--- src/rtl/bufwin_pkg.sv ---
package bufwin_pkg;

    localparam int NUM_PTR = 4;

    // Configuration register selector codes
    typedef enum logic [2:0] {
        SEL_RX_RD    = 3'd0,
        SEL_RX_WR    = 3'd1,
        SEL_UD_RD    = 3'd2,
        SEL_UD_WR    = 3'd3,
        SEL_RX_START = 3'd4,
        SEL_UD_START = 3'd5,
        SEL_UD_END   = 3'd6,
        SEL_NONE     = 3'd7
    } cfg_sel_e;

    // Access controller: what was issued in the previous cycle
    typedef enum logic [1:0] {
        ARB_IDLE  = 2'd0,
        ARB_WRITE = 2'd1,
        ARB_READ  = 2'd2,
        ARB_HOLD  = 2'd3
    } arb_state_e;

endpackage

--- src/rtl/bufwin_step.sv ---
// Next-address rule: the end bound wins, then the top of memory, then +1.
module bufwin_step #(
    parameter int                ADDR_W   = 15,
    parameter logic [ADDR_W-1:0] MEM_LAST = 15'h5FFF
) (
    input  logic [ADDR_W-1:0] cur,
    input  logic [ADDR_W-1:0] wrap_start,
    input  logic [ADDR_W-1:0] wrap_end,
    output logic [ADDR_W-1:0] nxt
);

    always_comb begin
        if (cur == wrap_end) begin
            nxt = wrap_start;
        end else if (cur == MEM_LAST) begin
            nxt = '0;
        end else begin
            nxt = cur + ADDR_W'(1);
        end
    end

endmodule

--- src/rtl/bufwin_arb.sv ---
module bufwin_arb
    import bufwin_pkg::*;
(
    input  logic clk,
    input  logic rst_n,
    input  logic rd_req,
    input  logic wr_req,
    output logic rd_accept,
    output logic wr_accept,
    output logic rd_valid
);

    arb_state_e state_q, state_d;

    always_ff @(posedge clk) begin
        if (!rst_n) begin
            state_q <= ARB_IDLE;
        end else begin
            state_q <= state_d;
        end
    end

    always_comb begin
        unique case ({wr_req, rd_req})
            2'b11:   state_d = ARB_HOLD;
            2'b10:   state_d = ARB_WRITE;
            2'b01:   state_d = ARB_READ;
            default: state_d = ARB_IDLE;
        endcase
    end

    always_comb begin
        wr_accept = wr_req;
        rd_accept = rd_req && !wr_req;
        rd_valid  = (state_q == ARB_READ);
    end

endmodule

--- src/rtl/bufwin_ptr_unit.sv ---
module bufwin_ptr_unit
    import bufwin_pkg::*;
#(
    parameter int                ADDR_W   = 15,
    parameter int                DATA_W   = 8,
    parameter logic [ADDR_W-1:0] MEM_LAST = 15'h5FFF
) (
    input  logic              clk,
    input  logic              rst_n,
    input  logic              rx_en,
    input  logic              cfg_we,
    input  logic [2:0]        cfg_sel,
    input  logic [ADDR_W-1:0] cfg_wdata,
    input  logic              rd_req,
    input  logic              rd_sel,
    output logic              rd_ready,
    output logic              rd_valid,
    output logic [DATA_W-1:0] rd_data,
    input  logic              wr_req,
    input  logic              wr_sel,
    input  logic [DATA_W-1:0] wr_data,
    output logic [ADDR_W-1:0] mem_addr,
    output logic              mem_re,
    output logic              mem_we,
    output logic [DATA_W-1:0] mem_wdata,
    input  logic [DATA_W-1:0] mem_rdata,
    output logic              rx_start_err
);

    localparam int PTR_IDX_W = $clog2(NUM_PTR);

    logic [ADDR_W-1:0] rx_start_q, ud_start_q, ud_end_q;
    logic [ADDR_W-1:0] ptr_q   [NUM_PTR];
    logic [ADDR_W-1:0] ptr_nxt [NUM_PTR];
    logic              rd_accept, wr_accept;
    logic [PTR_IDX_W-1:0] rd_idx, wr_idx;
    logic              err_q;

    bufwin_arb u_arb (
        .clk       (clk),
        .rst_n     (rst_n),
        .rd_req    (rd_req),
        .wr_req    (wr_req),
        .rd_accept (rd_accept),
        .wr_accept (wr_accept),
        .rd_valid  (rd_valid)
    );

    assign rd_idx = {rd_sel, 1'b0};
    assign wr_idx = {wr_sel, 1'b1};

    // Index 0/1: receive read/write, 2/3: user read/write
    for (genvar i = 0; i < NUM_PTR; i++) begin : g_ptr
        localparam bit IS_RX = (i < 2);
        logic step_en;

        bufwin_step #(.ADDR_W(ADDR_W), .MEM_LAST(MEM_LAST)) u_step (
            .cur        (ptr_q[i]),
            .wrap_start (IS_RX ? rx_start_q : ud_start_q),
            .wrap_end   (IS_RX ? MEM_LAST   : ud_end_q),
            .nxt        (ptr_nxt[i])
        );

        assign step_en = (rd_accept && (rd_idx == PTR_IDX_W'(i))) ||
                         (wr_accept && (wr_idx == PTR_IDX_W'(i)));

        always_ff @(posedge clk) begin
            if (!rst_n) begin
                ptr_q[i] <= '0;
            end else if (cfg_we && (cfg_sel == 3'(i))) begin
                ptr_q[i] <= cfg_wdata;
            end else if (step_en) begin
                ptr_q[i] <= ptr_nxt[i];
            end
        end
    end

    always_ff @(posedge clk) begin
        if (!rst_n) begin
            rx_start_q <= '0;
            ud_start_q <= '0;
            ud_end_q   <= MEM_LAST;
            err_q      <= 1'b0;
        end else if (cfg_we) begin
            if (cfg_sel == SEL_RX_START) begin
                if (rx_en) begin
                    err_q <= 1'b1;
                end else begin
                    rx_start_q <= cfg_wdata;
                end
            end
            if (cfg_sel == SEL_UD_START) begin
                ud_start_q <= cfg_wdata;
            end
            if (cfg_sel == SEL_UD_END) begin
                ud_end_q <= cfg_wdata;
            end
        end
    end

    always_comb begin
        mem_we    = wr_accept;
        mem_re    = rd_accept;
        mem_addr  = wr_accept ? ptr_q[wr_idx] : ptr_q[rd_idx];
        mem_wdata = wr_data;
        rd_ready  = rd_accept;
        rd_data   = rd_valid ? mem_rdata : '0;
        rx_start_err = err_q;
    end

endmodule

--- config.mk ---
export PLATFORM = sky130hd
export DESIGN_NAME = bufwin_ptr_unit
export DESIGN_NICKNAME = d
export VERILOG_FILES = /design/src/rtl/bufwin_pkg.sv /design/src/rtl/bufwin_step.sv /design/src/rtl/bufwin_arb.sv /design/src/rtl/bufwin_ptr_unit.sv
export SDC_FILE = /design/constraint.sdc
export NUM_CORES = 1
export LEC_CHECK = 0
export BUFFER_PORTS_ARGS = -buffer_cell sky130_fd_sc_hd__buf_2
export CAP_MARGIN = 5
export CORE_ASPECT_RATIO = 0.75
export CORE_MARGIN = 2
export CORE_UTILIZATION = 64
export DETAILED_ROUTE_END_ITERATION = 6
export PLACE_DENSITY = 0.86
export SETUP_SLACK_MARGIN = 0.5
export SYNTH_ARGS = -nofsm -noshare
export SYNTH_HDL_FRONTEND = slang
export SYNTH_SLANG_ARGS = --single-unit
--- constraint.sdc ---
create_clock -name clk -period 5.4 [get_ports clk]
set_input_delay 0.54 -clock clk [delete_from_list [all_inputs] [get_ports clk]]
set_output_delay 0.54 -clock clk [all_outputs]
set_load 0.05 [all_outputs]
==> impl_metrics.csv, run 1 <==
group,metric,value,unit
placed_design,place_congestion,1.06,
route,dr.pass1.iters,5,
worst_setup_path,reg2reg_from,"ptr_q[2][3]",
worst_setup_path,cp.arrival,3.11,ns
sta,tightest_slew,1.20,ns
layout,area_growth,8.06,%
sta,setup_viol,0,
grt,grt_antenna_before_repair,1,
power,seqPwrFrac,50.1,%
route,dr_total_vias,6420,
worst_setup_path,crit_family,"simple AND/OR/NAND/NOR gates",
placed_design,place_ws,2.50,ns
power,cell_internal_pwr,0.00139,W
worst_setup_path,required,5.52,ns
worst_setup_path,path_buf_inv,0,
synthesis,synth_nets,845,
floorplan,die_h,93.4,um
sta,skew,0.00555,ns
route,finalWirelength,22300,um
worst_setup_path,rrSetupSlack,2.41,ns
power,max-vdd-ir-drop,0.161,mV
route,wl_per_cell,23.2,um
grt,grt_pass1_wl,33300,um
synthesis,synthDistinctLibCells,46,
clock_network,cts.sinks,108,
worst_setup_path,max_stage_delay,0.82,ns
route,drtIter0Drc,991,
route,ant_nets,0,
synthesis,syn-instance-count,799,
sta,tns,0,ns
power,power_switching,0.000573,W
flow_run,cap_violations,0,
power,p_comb_share,15.0,%
route,drc,0,
synthesis,yosys_most_used_dff,"edfxtp_1",
synthesis,synth-edff-count,60,
power,power_frac_clock,34.9,%
placed_design,hpwlAfterDp,16200,um
sta,timing.final.crit_share,55.4,%
grt,grtUsageTotal,39.5,%
grt,grt_max_degree,45,
sta,maxSlewHeadroom,19.5,%
layout,final_nets,865,
layout,seq_area,0.00276,sq mm
clock_network,cts_made_buffers,9,
worst_setup_path,critPathKind,"flip-flop to flip-flop",
clock_network,cts_root_buf,"clkbuf_16",
synthesis,yosysSeqAreaShare,40.5,%
worst_hold_path,hold-path-endpoint,"u_arb.state_q[1]",
placed_design,io_buffers,61,
floorplan,dieArea,0.0115,sq mm
clock_network,h-tree-depth,3,
placed_design,dp_cells,944,
worst_setup_path,endpoint_kind,"flip-flop",
sta,min_period,2.99,ns
synthesis,syn-cell-area,0.00683,sq mm
synthesis,ys_seq_elements,108,
power,swShare,29.2,%
synthesis,synthArstFlopShare,0,%
sta,fmax,334,MHz
synthesis,postSynthAreaPerCell,8.54,sq um
sta,hold_slack,0.446,ns
power,p_leak,2.82,nW
floorplan,coreArea,0.0103,sq mm
worst_hold_path,hold_start,"rd_req",
synthesis,ys_warn_count,0,
layout,multi_input_area,0.00371,sq mm
clock_network,clockBufferDepth,2,
clock_network,clk_pin_slew_worst_paths,0.07,ns
sta,setup_slack,2.41,ns
worst_setup_path,crit_slowest_cell,"nand3_1",
clock_network,cts_tree,"done",
floorplan,pin_count,78,
worst_setup_path,r2r_cells,6,
worst_hold_path,min_path_type,"input pin to flip-flop",
worst_setup_path,path_max_fanout,19,
status,status,"finished, final reports clean",
worst_setup_path,worstReg2RegEnd,"ptr_q[2][7]",
route,via_per_inst,6.68,
layout,drive_above_1_share,11.2,%
worst_hold_path,whs_path_depth,2,
floorplan,initial_core_util,66.1,%
layout,fin_cells,961,
clock_network,post_cts_buffers,0,
grt,grt_pass1_vias,5814,
floorplan,chipWidth,123,um
grt,grt_overflow,0,
clock_network,holdBufCountCts,0,
floorplan,rows,32,
layout,fillers,848,
clock_network,cts_resized,0,
sta,finalHoldViolCount,0,
worst_setup_path,cp_cell_sequence,"xnor2_1, nand4_1, nor4_1, nand3_1, and3_4, o21a_1",
sta,rsz0062_at_grt,"false",
clock_network,clock_latency,0.35,ns
power,p_per_area,266,mW/mm^2
worst_setup_path,start_kind,"flip-flop",
sta,drv_slew,0,
==> cell families (layout without fill, tap and decap cells) <==
| logic type | Yosys count | in the layout | share of synthesized area (%) |
|---|---|---|---|
| AO/OA/AOI/OAI | 167 | 167 | 15.3 |
| buffers and inverters | 77 | 102 | 5.28 |
| flip-flops | 108 | 108 | 40.5 |
| other | 0 | 1 | 0 |
| multiplexers | 32 | 32 | 4.69 |
| adder cells (fa/ha/maj) | 4 | 4 | 0.733 |
| AND/OR/NAND/NOR | 333 | 333 | 23.5 |
| XOR/XNOR | 78 | 78 | 10.0 |
==> flip-flops by register name (all words and copies together) (netlist names) <==
register,count
rx_start_err,1
rx_start_q,15
ud_end_q,15
ptr_q,60
ud_start_q,15
u_arb.state_q,2
==> stage by stage <==
stage | power [W] | cell area [sq um] | utilization [%]
floorplan | 0.00119 | 6830 | -
global placement | 0.00127 | 7060 | 68.4
detailed placement | 0.00128 | 7060 | 68.4
CTS | 0.00195 | 7370 | 71.4
global route | 0.00201 | 7370 | 71.4
finish | 0.00196 | 7380 | 71.4
==> power groups by stage <==
stage          Clock (W)  Sequential [W]  Combinational, W
4_1_cts         0.000682        0.000977          0.000286
2_1_floorplan          0        0.000964          0.000222
6_report        0.000684        0.000982          0.000295
3_3_place_gp           0        0.000993          0.000278
3_5_place_dp           0        0.000995          0.000284
5_1_grt         0.000712        0.000983          0.000312
==> cell usage in the layout, fill, tap and decap left out, types with 9 or more instances in the layout <==
| cell | count |
|---|---|
| nand2_1 | 171 |
| buf_2 | 61 |
| edfxtp_1 | 60 |
| o21ai_0 | 53 |
| nand3_1 | 50 |
| dfxtp_1 | 48 |
| xor2_1 | 46 |
| a21oi_1 | 37 |
| mux2i_1 | 32 |
| xnor2_1 | 32 |
| a21boi_0 | 31 |
| nor2b_1 | 20 |
| inv_1 | 19 |
| nor2_1 | 19 |
| and2_1 | 15 |
| a211oi_1 | 15 |
| and3_1 | 14 |
| o221ai_1 | 14 |
| clkbuf_16 | 11 |
| nor4_1 | 9 |
==> worst max-delay path by stage <==
stage	startpoint	to	slack, ns	depth (start not counted)
2_1_floorplan	wr_sel	mem_addr[6]	2.76	4
3_3_place_gp	ptr_q[2][9]	ptr_q[2][7]	2.65	6
3_5_place_dp	ptr_q[2][3]	ptr_q[2][7]	2.50	6
4_1_cts	ptr_q[2][3]	ptr_q[2][7]	2.50	6
5_1_grt	ptr_q[2][3]	ptr_q[2][7]	2.28	6
6_report	ptr_q[2][3]	ptr_q[2][7]	2.41	6
==> area by class of cell <==
type                       count  area share, %
antenna                        1         0.0339
clock buffer                  14           4.02
clock inverter                 2          0.187
inverter                      19          0.967
multi-input combinational    614           50.3
sequential                   108           37.4
tap                          136           2.31
timing repair buffer          67           4.75
==> synth_stat cells (all sizes together), types with 4 or more instances <==
cell type | n | area share (%)
a21boi | 32 | 3.5
clkbuf | 40 | 2.5
or2 | 4 | 0.37
dfxtp | 48 | 14
nand2b | 5 | 0.46
ha | 4 | 0.73
nor4 | 11 | 1.2
nor2 | 20 | 1.1
nand3 | 50 | 3.7
a211oi | 15 | 1.6
o21ai | 54 | 4.0
xor2 | 46 | 5.9
and2 | 15 | 1.4
a31oi | 4 | 0.37
nand4 | 10 | 1.2
mux2i | 32 | 4.7
inv | 19 | 1.0
xnor2 | 32 | 4.1
nor3 | 5 | 0.37
nand2 | 171 | 9.4
and3 | 15 | 1.4
o221ai | 14 | 1.8
buf | 18 | 1.8
a21oi | 37 | 2.7
nor2b | 20 | 1.8
edfxtp | 60 | 26
==> metal layers <==
metal	up-vias	global-route usage [%]	share of wire [%]
met1	2999	55.7	39
li1	2835	-	-
met4	2	14.8	3.1
met5	-	2.40	0.14
met2	513	54.3	41
met3	71	15.3	17
No activity file was read; power rests on OpenSTA's default activity.
==> run 2: changes to the inputs <==
--- a/config.mk
+++ b/config.mk
@@ -5,13 +5,14 @@
 export SDC_FILE = /design/constraint.sdc
 export NUM_CORES = 1
 export LEC_CHECK = 0
+export ABC_AREA = 1
 export BUFFER_PORTS_ARGS = -buffer_cell sky130_fd_sc_hd__buf_2
 export CAP_MARGIN = 5
 export CORE_ASPECT_RATIO = 0.75
 export CORE_MARGIN = 2
-export CORE_UTILIZATION = 64
+export CORE_UTILIZATION = 54
 export DETAILED_ROUTE_END_ITERATION = 6
-export PLACE_DENSITY = 0.86
+export PLACE_DENSITY = 0.77
 export SETUP_SLACK_MARGIN = 0.5
 export SYNTH_ARGS = -nofsm -noshare
 export SYNTH_HDL_FRONTEND = slang
==> constraint.sdc (replaced) <==
create_clock -name clk -period 2.5 [get_ports clk]
set_input_delay 0.25 -clock clk [delete_from_list [all_inputs] [get_ports clk]]
set_output_delay 0.25 -clock clk [all_outputs]
set_load 0.05 [all_outputs]
==> impl_metrics.csv, run 2 <==
group,metric,value,unit
status,status,"finished, final reports clean",
clock_network,cts_made_buffers,9,
worst_hold_path,min_path_type,"input pin to flip-flop",
synthesis,synth_top_area_share,24.7,%
layout,drive_above_1_share,17.4,%
sta,timing.final.crit_share,79.6,%
grt,grt_pass1_wl,37200,um
synthesis,ys_seq_elements,108,
floorplan,coreArea,0.0131,sq mm
placed_design,place_congestion,1.03,
clock_network,clockBufferDepth,2,
worst_hold_path,hold_start,"rx_en",
layout,final_nets,1175,
worst_setup_path,rrSetupSlack,0.51,ns
route,dr_total_vias,7690,
layout,regMostFlops,"ptr_q",
synthesis,yosysSeqAreaShare,37.8,%
grt,grt_antenna_before_repair,0,
sta,drv_slew,0,
grt,grt_pass1_vias,6687,
sta,maxSlewHeadroom,43.9,%
floorplan,pin_count,78,
synthesis,synth_commonest_cells,"275 x nand2_1, 138 x inv_1, 102 x o21ai_0, 96 x nor2_1, 71 x nand3_1",
worst_setup_path,endpoint_kind,"flip-flop",
worst_setup_path,critPathKind,"flip-flop to flip-flop",
synthesis,synth_nets,1100,
route,dr.pass1.iters,6,
route,wl_per_cell,18.7,um
worst_setup_path,required,2.61,ns
synthesis,postSynthAreaPerCell,6.93,sq um
worst_hold_path,whs_path_depth,3,
worst_setup_path,cp-startpoint,"ptr_q[1][1]",
power,power_frac_clock,34.9,%
layout,final_cell_mix,"272 x nand2_1, 132 x inv_1, 96 x o21ai_0",
synthesis,ys_warn_count,0,
synthesis,synth_most_common_cell,"nand2_1",
worst_setup_path,reg2reg_from,"ptr_q[1][1]",
synthesis,yosys_most_used_dff,"edfxtp_1",
worst_setup_path,path_max_fanout,9,
power,cell_internal_pwr,0.00303,W
layout,fin_cells,1305,
clock_network,cts.sinks,108,
power,power,0.00442,W
route,drc,0,
synthesis,yosys-top-cells-area,"edfxtp_1 25%, nand2_1 14%, dfxtp_1 13%",
worst_setup_path,worstReg2RegEnd,"ptr_q[1][9]",
floorplan,die_h,105,um
sta,finalHoldViolCount,0,
layout,fillers,1135,
route,drtIter0Drc,1261,
placed_design,hpwlAfterDp,17900,um
placed_design,io_buffers,61,
power,power_switching,0.00138,W
worst_setup_path,cp.arrival,2.10,ns
placed_design,place_ws,0.243,ns
sta,skew,0.00967,ns
clock_network,clock_latency,0.36,ns
synthesis,synthDistinctLibCells,37,
worst_hold_path,hold-path-endpoint,"rx_start_err",
flow_run,cap_violations,0,
sta,tightest_slew,0.839,ns
sta,setup_viol,0,
route,ant_nets,0,
route,via_per_inst,5.89,
power,seqPwrFrac,47.3,%
sta,min_period,1.99,ns
placed_design,dp_cells,1263,
synthesis,synth.largest_area_cell,"edfxtp_1",
clock_network,clk_pin_slew_worst_paths,0.08,ns
grt,grt_max_degree,36,
floorplan,chipWidth,138,um
sta,fmax,502,MHz
sta,tns,0,ns
clock_network,h-tree-depth,3,
worst_setup_path,r2r_cells,9,
route,finalWirelength,24500,um
layout,final_core_util,64.4,%
floorplan,dieArea,0.0145,sq mm
power,p_per_area,524,mW/mm^2
power,max-vdd-ir-drop,0.337,mV
power,p_leak,3.78,nW
grt,grt_overflow,0,
floorplan,initial_core_util,55.7,%
floorplan,rows,36,
synthesis,synth-edff-count,60,
sta,setup_slack,0.509,ns
synthesis,syn-cell-area,0.00731,sq mm
layout,mostFrequentLayoutCell,"nand2_1",
synthesis,syn-instance-count,1054,
grt,grtUsageTotal,32.8,%
worst_setup_path,start_kind,"flip-flop",
power,p_comb_share,17.8,%
layout,largest_reg_flops,60,
synthesis,synthArstFlopShare,0,%
power,swShare,31.3,%
layout,antenna_cells,0,
clock_network,cts_tree,"done",
layout,area_growth,15.5,%
sta,rsz0062_at_grt,"true",
clock_network,cts_root_buf,"clkbuf_16",
[run 2: layout make-up]
cell class                 instances  area, sq um  area share (%)
sequential                       108         2760            32.7
clock inverter                     5         67.6           0.801
multi-input combinational        754         3920            46.5
timing repair buffer             105          661            7.83
clock buffer                      11          243            2.88
tap                              171          214            2.54
inverter                         151          569            6.75
[run 2: power groups by stage]
stage	Sequential [W]	Combinational [W]	Clock [W]
after floorplan	0.00209	0.000531	0
after global placement	0.00212	0.000722	0
after detailed placement	0.00212	0.000727	0
after CTS	0.00208	0.000732	0.00153
after global routing	0.00210	0.000849	0.00160
final	0.00209	0.000788	0.00154
[run 2: critical path, cell delays in order (launching register included)]
cell      delay (ns)
edfxtp_1        0.41
ha_2            0.22
nand3_2         0.12
nor2_4          0.15
nand2_2         0.09
nor2_4          0.18
nand3_4         0.13
buf_12          0.17
o21ai_0         0.16
o21ai_0         0.10
[run 2: what timing repair did]
item | in CTS | in global routing
resized for setup | 5 | 40
cloned | 0 | 1
setup endpoints to repair | 18 | 52
hold buffers | 0 | 0
setup buffers | 2 | 23
pin swaps | 1 | 15
endpoints found under the hold margin | 0 | 0
[run 2: through the flow]
step	cell area, sq um	hold WS (ns)
after floorplan	7330	0.362
after global placement	7760	0.444
after detailed placement	7760	0.444
after CTS	8110	0.172
after global routing	8440	0.182
final	8440	0.169
[run 2: kinds of logic after synthesis]
logic type | count (synthesis) | share of synthesized area [%]
flip-flops | 108 | 37.8
AND/OR/NAND/NOR | 490 | 28.9
buffers and inverters | 193 | 11.1
XOR/XNOR | 40 | 4.80
adder cells (fa/ha/maj) | 4 | 0.685
AO/OA/AOI/OAI | 219 | 16.7
[run 2: worst max path at each step]
stage | to | slack (ns) | cells after the start
after floorplan | mem_addr[10] | 0.68 | 5
after global placement | ptr_q[1][7] | 0.33 | 10
after detailed placement | ptr_q[1][7] | 0.24 | 10
after CTS | ptr_q[3][12] | 0.49 | 9
after global routing | ptr_q[0][13] | 0.46 | 10
final | ptr_q[1][9] | 0.51 | 9
[run 2: layer usage]
layer | global-route usage, % | share of wire [%]
met5 | 0 | 0
met3 | 7.56 | 15
met4 | 7.43 | 1.8
met2 | 47.1 | 42
met1 | 50.0 | 41
==> run 3: changes to the inputs <==
--- a/config.mk
+++ b/config.mk
@@ -10,9 +10,9 @@
 export CAP_MARGIN = 5
 export CORE_ASPECT_RATIO = 0.75
 export CORE_MARGIN = 2
-export CORE_UTILIZATION = 54
+export CORE_UTILIZATION = 60
 export DETAILED_ROUTE_END_ITERATION = 6
-export PLACE_DENSITY = 0.77
+export PLACE_DENSITY = 0.81
 export SETUP_SLACK_MARGIN = 0.5
 export SYNTH_ARGS = -nofsm -noshare
 export SYNTH_HDL_FRONTEND = slang
==> constraint.sdc (replaced) <==
create_clock -name clk -period 1.9 [get_ports clk]
set_input_delay 0.19 -clock clk [delete_from_list [all_inputs] [get_ports clk]]
set_output_delay 0.19 -clock clk [all_outputs]
set_load 0.05 [all_outputs]
==> impl_metrics.csv, run 3 (synthesized netlist as in run 2, its figures left out) <==
group,metric,value,unit
route,dr_total_vias,9042,
flow_run,cap_violations,0,
floorplan,pin_count,78,
layout,area_growth,41.0,%
route,wl_per_cell,22.8,um
worst_setup_path,endpoint_kind,"flip-flop",
placed_design,hpwlAfterDp,18600,um
status,violations,"DRC, setup timing",
worst_setup_path,start_kind,"flip-flop",
layout,mostFrequentLayoutCell,"nand2_1",
layout,largest_reg_flops,60,
grt,grt_overflow,0,
floorplan,coreArea,0.0117,sq mm
sta,finalHoldViolCount,0,
placed_design,place_congestion,0.975,
power,max-vdd-ir-drop,0.521,mV
sta,maxSlewHeadroom,64.0,%
route,drc,4,
route,dr.pass1.iters,7,
sta,setup_viol,19,
status,status,"finished, violations left",
clock_network,clockBufferDepth,2,
route,drtIter0Drc,1588,
sta,min_period,2.04,ns
clock_network,cts.sinks,108,
grt,grtUsageTotal,42.8,%
floorplan,dieArea,0.0131,sq mm
grt,grt_pass1_vias,7881,
sta,rsz0062_at_grt,"true",
clock_network,cts_tree,"done",
layout,final_area,0.0103,sq mm
layout,final_cell_mix,"237 x nand2_1, 112 x inv_1, 96 x buf_4",
power,p_comb_share,24.3,%
placed_design,dp_cells,1292,
floorplan,initial_core_util,62.2,%
worst_setup_path,required,2.11,ns
power,seqPwrFrac,45.1,%
sta,skew,0.00788,ns
power,power_switching,0.00206,W
worst_setup_path,cp.arrival,2.25,ns
clock_network,clk_pin_slew_worst_paths,0.08,ns
floorplan,rows,34,
worst_setup_path,critPathKind,"flip-flop to flip-flop",
clock_network,cts_root_buf,"clkbuf_16",
route,ant_nets,0,
floorplan,chipWidth,131,um
layout,drive_above_1_share,36.7,%
sta,drv_slew,0,
route,finalWirelength,31700,um
layout,fin_cells,1387,
layout,antenna_cells,0,
clock_network,clock_latency,0.35,ns
layout,final_nets,1266,
placed_design,io_buffers,61,
power,power_frac_clock,30.6,%
power,swShare,33.8,%
worst_setup_path,path_max_fanout,6,
power,p_per_area,591,mW/mm^2
power,p_leak,4.42,nW
sta,tightest_slew,0.540,ns
sta,setup_slack,-0.136,ns
clock_network,cts_made_buffers,9,
layout,regMostFlops,"ptr_q",
clock_network,h-tree-depth,3,
placed_design,placed_cell_area,0.00824,sq mm
power,cell_internal_pwr,0.00403,W
sta,tns,-1.17,ns
grt,grt_max_degree,43,
sta,timing.final.crit_share,107,%
grt,grt_pass1_wl,43300,um
worst_hold_path,min_path_type,"input pin to flip-flop",
sta,fmax,491,MHz
route,via_per_inst,6.52,
grt,grt_antenna_before_repair,0,
floorplan,die_h,99.6,um
## run 3: changes by cell type in the layout (fill, tap and decap cells not counted), moves of 22 or more
cell	previous run	this run
buf_4	42	96
o21ai_0	96	45
buf_6	0	39
nand2_1	272	237
o21ai_1	19	49
nand3_1	68	41
nand2_2	6	32
buf_2	61	37
nor2_1	84	62
## run 3: final cells by class
type	instances	area, sq um
clock buffers	10	229
clock inverters	6	48.8
fillers	583	1440
inverters	151	606
multi-input cells	762	4820
flip-flops and latches	108	2770
well taps	162	203
repair buffers	187	1610
repair inverters	1	16.3
## run 3: per-layer routing
| metal | global-route usage [%] | part of all wire [%] | vias to the layer above |
|---|---|---|---|
| met5 | 0 | 0 | - |
| met4 | 14.0 | 6.9 | 0 |
| met3 | 14.3 | 17 | 235 |
| met2 | 65.5 | 41 | 970 |
| met1 | 57.7 | 36 | 4036 |
| li1 | - | - | 3801 |
## run 3: power by group through the flow
| stage | clock network, W | registers (W) | logic (W) |
|---|---|---|---|
| 4_1_cts | 0.00184 | 0.00272 | 0.00126 |
| 5_1_grt | 0.00192 | 0.00275 | 0.00153 |
| 2_1_floorplan | 0 | 0.00275 | 0.000737 |
| 6_report | 0.00186 | 0.00274 | 0.00148 |
| 3_5_place_dp | 0 | 0.00278 | 0.00105 |
| 3_3_place_gp | 0 | 0.00278 | 0.00105 |
## run 3: path summary, 6_finish.rpt
check	startpoint	endpoint	slack, ns	cells after the start
min	rx_en	rx_start_err	0.10	3
max reg2reg	ptr_q[2][0]	ptr_q[2][7]	-0.14	12
max	ptr_q[2][0]	ptr_q[2][7]	-0.14	12
min reg2reg	rx_start_err	rx_start_err	0.46	2
## run 3: metrics by stage
stage | setup WS [ns] | utilization, % | hold slack [ns] | total power (W)
global route | -0.192 | 87.7 | 0.107 | 0.00620
floorplan | 0.179 | - | 0.302 | 0.00349
CTS | 0.0664 | 82.5 | 0.103 | 0.00582
global placement | 0.00841 | 70.2 | 0.380 | 0.00382
finish | -0.136 | 87.7 | 0.105 | 0.00609
detailed placement | 0.0215 | 70.2 | 0.380 | 0.00383
## run 3: repair_timing
action / 4_1_cts / 5_1_grt
hold endpoints to repair: 0 / 0
setup buffers: 54 / 15
hold buffers: 0 / 0
resized for setup: 179 / 142
endpoints found under the setup margin: 83 / 109
gates cloned: 9 / 1
pin swaps: 60 / 69
## run 3: worst max-delay path, cell delays in order (launching register included)
cell and delay [ns]:
edfxtp_1 0.49, nand2_1 0.10, inv_1 0.10, nor2_1 0.07
nor2_1 0.13, nand2_1 0.14, nor2_4 0.19, buf_12 0.13
nand2_8 0.09, buf_6 0.14, o21ai_2 0.13, nor2_1 0.07
nor2_1 0.10
